===== src/rtl/lcd_sync_pkg.sv =====
package lcd_sync_pkg;

  typedef enum logic {
    FMT_TWO_TICK   = 1'b0,
    FMT_THREE_TICK = 1'b1
  } pix_fmt_e;

  // ticks spent on one pixel in the byte-wide path
  function automatic int unsigned ticks_per_pix(pix_fmt_e f);
    return (f == FMT_THREE_TICK) ? 3 : 2;
  endfunction

  // a span given in pixel times, expressed in ticks
  function automatic int unsigned pix_to_ticks(pix_fmt_e f, int unsigned pix);
    return pix * ticks_per_pix(f);
  endfunction

  // first tick of the pixel window, unpacker latency included
  function automatic int unsigned window_open(pix_fmt_e f, int unsigned lead_pix,
                                              int unsigned dly_two, int unsigned dly_three);
    return pix_to_ticks(f, lead_pix) + ((f == FMT_THREE_TICK) ? dly_three : dly_two);
  endfunction

endpackage


===== src/rtl/lcd_htick.sv =====
module lcd_htick #(
  parameter int HW = 10
) (
  input  logic          clk,
  input  logic          rst_n,
  input  logic          run,
  input  logic [HW-1:0] last_tick,
  output logic [HW-1:0] h_cnt,
  output logic          line_end
);

  assign line_end = run && (h_cnt == last_tick);

  always_ff @(posedge clk or negedge rst_n) begin
    if (!rst_n) begin
      h_cnt <= '0;
    end else if (!run || line_end) begin
      h_cnt <= '0;
    end else begin
      h_cnt <= h_cnt + 1'b1;
    end
  end

endmodule


===== src/rtl/lcd_vline.sv =====
module lcd_vline #(
  parameter int V_TOTAL = 244,
  parameter int VW      = 8
) (
  input  logic          clk,
  input  logic          rst_n,
  input  logic          run,
  input  logic          line_end,
  output logic [VW-1:0] v_cnt
);

  logic last_line;
  assign last_line = (v_cnt == VW'(V_TOTAL - 1));

  always_ff @(posedge clk or negedge rst_n) begin
    if (!rst_n) begin
      v_cnt <= '0;
    end else if (!run) begin
      v_cnt <= '0;
    end else if (line_end) begin
      v_cnt <= last_line ? '0 : v_cnt + 1'b1;
    end
  end

endmodule


===== src/rtl/lcd_window.sv =====
module lcd_window #(
  parameter int HW = 10,
  parameter int XW = 9
) (
  input  logic          clk,
  input  logic          rst_n,
  input  logic          run,
  input  logic [HW-1:0] h_cnt,
  input  logic [HW-1:0] open_tick,
  input  logic [HW-1:0] close_tick,
  input  logic [1:0]    tpp,
  output logic          h_win,
  output logic [XW-1:0] col
);

  logic [1:0] phase;
  logic       phase_last;

  assign h_win      = (h_cnt >= open_tick) && (h_cnt < close_tick);
  assign phase_last = (phase == tpp - 2'd1);

  // column and phase sit at zero outside the window, so the first
  // window tick always presents column 0, phase 0
  always_ff @(posedge clk or negedge rst_n) begin
    if (!rst_n) begin
      phase <= '0;
      col   <= '0;
    end else if (!run || !h_win) begin
      phase <= '0;
      col   <= '0;
    end else if (phase_last) begin
      phase <= '0;
      col   <= col + 1'b1;
    end else begin
      phase <= phase + 1'b1;
    end
  end

endmodule


===== src/rtl/lcd_sync_gen.sv =====
module lcd_sync_gen
  import lcd_sync_pkg::*;
#(
  parameter int H_VIS_PIX   = 320,
  parameter int H_TOTAL_PIX = 336,
  parameter int HS_PIX      = 2,
  parameter int VS_PIX      = 2,
  parameter int LEAD_PIX    = 7,
  parameter int V_VIS       = 240,
  parameter int V_BLANK     = 4,
  parameter int DLY_TWO     = 3,
  parameter int DLY_THREE   = 5,
  localparam int XW         = $clog2(H_VIS_PIX + 1),
  localparam int YW         = $clog2(V_VIS)
) (
  input  logic          clk,
  input  logic          rst_n,
  input  logic          en,
  input  logic          fmt_sel,
  output logic          hs_n,
  output logic          vs_n,
  output logic          line_active,
  output logic [XW-1:0] x_pos,
  output logic [YW-1:0] y_pos
);

  localparam int HW      = $clog2(H_TOTAL_PIX * 3);
  localparam int V_TOTAL = V_VIS + V_BLANK;
  localparam int VW      = $clog2(V_TOTAL);
  localparam int V_PRE   = V_BLANK / 2;

  logic          run;
  pix_fmt_e      fmt_q;
  logic [HW-1:0] h_cnt;
  logic [VW-1:0] v_cnt;
  logic          line_end;
  logic          h_win;
  logic          v_vis;
  logic [XW-1:0] col;

  // derived tick limits for the held format
  logic [1:0]    tpp;
  logic [HW-1:0] last_tick;
  logic [HW-1:0] hs_ticks;
  logic [HW-1:0] vs_ticks;
  logic [HW-1:0] open_tick;
  logic [HW-1:0] close_tick;

  assign tpp        = 2'(ticks_per_pix(fmt_q));
  assign last_tick  = HW'(pix_to_ticks(fmt_q, H_TOTAL_PIX) - 1);
  assign hs_ticks   = HW'(pix_to_ticks(fmt_q, HS_PIX));
  assign vs_ticks   = HW'(pix_to_ticks(fmt_q, VS_PIX));
  assign open_tick  = HW'(window_open(fmt_q, LEAD_PIX, DLY_TWO, DLY_THREE));
  assign close_tick = HW'(window_open(fmt_q, LEAD_PIX, DLY_TWO, DLY_THREE)
                          + pix_to_ticks(fmt_q, H_VIS_PIX));

  // run flag; the format is captured on every idle edge, so the value
  // present at the starting edge is the one held for the whole run
  always_ff @(posedge clk or negedge rst_n) begin
    if (!rst_n) begin
      run   <= 1'b0;
      fmt_q <= FMT_TWO_TICK;
    end else begin
      run <= en;
      if (!run) begin
        fmt_q <= pix_fmt_e'(fmt_sel);
      end
    end
  end

  lcd_htick #(
    .HW(HW)
  ) u_htick (
    .clk      (clk),
    .rst_n    (rst_n),
    .run      (run),
    .last_tick(last_tick),
    .h_cnt    (h_cnt),
    .line_end (line_end)
  );

  lcd_vline #(
    .V_TOTAL(V_TOTAL),
    .VW     (VW)
  ) u_vline (
    .clk     (clk),
    .rst_n   (rst_n),
    .run     (run),
    .line_end(line_end),
    .v_cnt   (v_cnt)
  );

  lcd_window #(
    .HW(HW),
    .XW(XW)
  ) u_window (
    .clk       (clk),
    .rst_n     (rst_n),
    .run       (run),
    .h_cnt     (h_cnt),
    .open_tick (open_tick),
    .close_tick(close_tick),
    .tpp       (tpp),
    .h_win     (h_win),
    .col       (col)
  );

  assign v_vis = (v_cnt >= VW'(V_PRE)) && (v_cnt < VW'(V_PRE + V_VIS));

  assign hs_n        = !(run && (h_cnt < hs_ticks));
  assign vs_n        = !(run && (v_cnt == '0) && (h_cnt < vs_ticks));
  assign line_active = run && h_win && v_vis;
  assign x_pos       = line_active ? col : '0;
  assign y_pos       = line_active ? YW'(v_cnt - VW'(V_PRE)) : '0;

endmodule


===== config.mk =====
export PLATFORM = sky130hd
export DESIGN_NAME = lcd_sync_gen
export DESIGN_NICKNAME = d
export VERILOG_FILES = /design/src/rtl/lcd_sync_pkg.sv /design/src/rtl/lcd_htick.sv /design/src/rtl/lcd_vline.sv /design/src/rtl/lcd_window.sv /design/src/rtl/lcd_sync_gen.sv
export SDC_FILE = /design/constraint.sdc
export NUM_CORES = 1
export LEC_CHECK = 0
export BUFFER_PORTS_ARGS = -buffer_cell sky130_fd_sc_hd__buf_2
export CAP_MARGIN = 20
export CORE_ASPECT_RATIO = 1.2
export CORE_MARGIN = 8
export CORE_UTILIZATION = 45
export DETAILED_ROUTE_END_ITERATION = 12
export GPL_TIMING_DRIVEN = 0
export PLACE_DENSITY = 0.6
export SYNTH_ARGS = -nofsm -noshare
export SYNTH_HDL_FRONTEND = slang
export SYNTH_SLANG_ARGS = --single-unit

===== constraint.sdc =====
create_clock -name clk -period 2.5 [get_ports clk]
set_clock_uncertainty 0.05 [all_clocks]
set_input_delay 0.25 -clock clk [delete_from_list [all_inputs] [get_ports clk]]
set_output_delay 0.25 -clock clk [all_outputs]
set_load 0.005 [all_outputs]

==> results.json <==
{
  "status": "finished with violations",
  "violations": "setup timing",
  "grt_max_degree": 32,
  "start_util_pct": 46.4,
  "dieHeight_um": 94.2,
  "hp-start": "en",
  "numCtsBuffers": 5,
  "cts_tree": "yes",
  "synth_warnings": 0,
  "worstPathRequired_ns": 2.20,
  "synth_edf_count": 0,
  "finalWirelength_um": 5590,
  "root_buffer": "clkbuf_8",
  "antenna_cells": 0,
  "cts_sinks": 31,
  "path_clk_slew_ns": 0.07,
  "viasPerCell": 5.53,
  "path_class": "register to output pin",
  "die-area_um2": 7640,
  "max_freq_ghz": 0.386,
  "clock_latency_ns": 0.29,
  "p_per_area_nw_per_um2": 368,
  "grt_setup_unrepaired": "true",
  "core_um2": 4940,
  "syn_nets": 249,
  "num_rows": 28,
  "grtUsageTotal_pct": 15.2,
  "layoutNonFillerInstCount": 337,
  "power_w": 0.00109,
  "total_leakage_power_nw": 1.22,
  "die_x_um": 81.2,
  "relSlewSlack_pct": 51.7,
  "ys_ff_latch": 31,
  "startpoint": "fmt_q",
  "io_pins": 24,
  "cts_max_level": 2,
  "firstDrtPassIters": 4,
  "drcViolationCount": 0,
  "grt_pass1_wl_um": 9130,
  "r2r_start": "fmt_q",
  "synthCells": 232,
  "final_util_pct": 59.8,
  "synth_ff_type": "dfrtp_1",
  "arrival_ns": 2.29,
  "grt_pass1_vias": 1886,
  "setup_viol": 11,
  "synth_largest_area_cell": "dfrtp_1",
  "drive_gt1_share_pct": 35.7,
  "period_share_pct": 104,
  "cts_buffer_depth": 2,
  "drt_iter0_drc": 41,
  "nets": 293,
  "ys_seq_area_share_pct": 33.8,
  "synth_top_area_share_pct": 33.8,
  "synth.area.top_cells": "dfrtp_1 34%, xnor2_1 8.4%, ha_1 7.1%",
  "layout_min_cycle_time_ns": 2.59,
  "port-buffer-count": 23,
  "tightest_slew_ns": 0.724,
  "slew_violations": 0,
  "place_ws_ns": -0.204,
  "finalWorstSetupSlack_ns": -0.0909,
  "critPathLaunchType": "register",
  "area_delta_synth_final_pct": 28.9,
  "yosys.cell_types.count": 51,
  "hp-class": "input pin to register",
  "dp_hpwl_um": 3650,
  "placed_cells": 315,
  "hold_violations": 0,
  "end_kind": "output pin",
  "postSynth.asyncResetShare_pct": 100,
  "ir_worst_vdd_v": 0.000202,
  "drv_cap": 0,
  "antenna_left": 0,
  "wl_per_cell_um": 16.6,
  "worstPathMaxFanout": 10,
  "antenna_found_initial": 0,
  "gp_congestion": 0.831,
  "synth_area_um2": 2290,
  "grt_overflow": 0,
  "route.vias.total": 1862,
  "postSynthAreaPerCell_um2": 9.88
}
==> cell type report <==
class,instances,area [µm²]
buffer,17,144
inverter,11,43.8
multi-input combinational,173,1570
timing repair buffer,37,248
fill,429,1990
tap,60,75.1
clock buffer,8,100
sequential,31,777
==> repair_timing <==
item                                    4_1_cts  5_1_grt
gates cloned                                  2        0
endpoints found under the setup margin       18       18
resized for setup                            25       21
hold endpoints to repair                     22        0
pin swaps                                     9        8
setup buffers                                10        2
hold buffers                                  1        0
==> state kept, by name, indices dropped and copies added (netlist names) <==
| name | cells |
|---|---|
| run | 1 |
| u_window.phase | 2 |
| u_vline.v_cnt | 8 |
| fmt_q | 1 |
| u_htick.h_cnt | 10 |
| u_window.col | 9 |
==> Yosys cell counts (2+ instances only) <==
cell type / count
inv_1: 9
a22o_1: 8
nor3_1: 5
nand2_1: 17
dfrtp_1: 31
nor3b_1: 2
inv_2: 2
nor3_2: 10
nor4_2: 9
nor2_1: 20
buf_2: 5
a21oi_1: 4
nand4_1: 2
nand3_1: 10
clkbuf_1: 6
or2_1: 2
buf_6: 3
nor4b_2: 9
and3_1: 3
ha_1: 13
and4_1: 2
o211ai_1: 2
xnor2_1: 22
buf_4: 2
nor4_1: 3
a211oi_1: 5
o21ai_1: 2
==> per-layer routing <==
| layer | wire length (µm) | global-route usage (%) | up-vias |
|---|---|---|---|
| met1 | 2530 | 18.7 | 903 |
| met5 | 0 | 0 | - |
| li1 | - | - | 921 |
| met2 | 2790 | 25.3 | 32 |
| met4 | 68 | 5.22 | 0 |
| met3 | 208 | 3.26 | 6 |
==> worst paths after layout <==
kind	to	slack [ns]	cells past startpoint
max	line_active	-0.09	9
min	run	0.01	1
max reg2reg	u_vline.v_cnt[7]	0.24	7
min reg2reg	u_window.phase[0]	0.44	1
max in group asynchronous	fmt_q	1.39	2
min in group asynchronous	u_window.col[6]	0.51	2
==> placed cells by master (no fill, tap or decap), types with 7 or more instances in the layout <==
master	netlist	final
nor3_2	10	10
dfrtp_1	31	30
nor4_4	0	8
inv_1	9	8
nor2_1	20	20
ha_1	13	10
clkbuf_8	0	7
nand3_1	10	10
clkbuf_1	6	7
buf_2	5	25
nand2_1	17	16
buf_4	2	14
a22o_1	8	8
xnor2_1	22	22
==> kinds of logic (layout without fill, tap and decap cells) <==
logic type / Yosys count / count (layout) / synth area share (%)
fa+ha+maj: 13 / 13 / 7.10
compound gates: 32 / 32 / 10.9
buf+inv: 28 / 73 / 6.66
flops: 31 / 31 / 33.8
xor+xnor: 23 / 23 / 8.79
simple gates: 103 / 103 / 31.8
mux: 2 / 2 / 0.928
==> where the power goes <==
part	internal [W]	total [W]	leakage (nW)	switching, W
Clock	0.000251	0.000442	0.0515	0.000191
Sequential	0.000508	0.000514	0.425	0.00000557
Combinational	0.0000575	0.000131	0.741	0.0000736
==> critical path, cell delays in order (launching register included) <==
cell	delay, ns
dfrtp_2	0.39
inv_4	0.06
ha_4	0.15
or4_4	0.49
o221ai_4	0.17
nand3_4	0.14
buf_12	0.18
buf_12	0.15
nor3_2	0.13
buf_2	0.13
==> stage by stage <==
stage | hold slack (ns) | instance area, µm² | setup TNS (ns)
CTS | 0.00270 | 2830 | -1.29
finish | 0.0118 | 2950 | -0.750
detailed placement | 0.306 | 2480 | -0.500
floorplan | -0.0956 | 2290 | 0
global route | 0.00428 | 2950 | -2.17
global placement | 0.299 | 2480 | -0.313
Power figures use the tool's default switching activity.
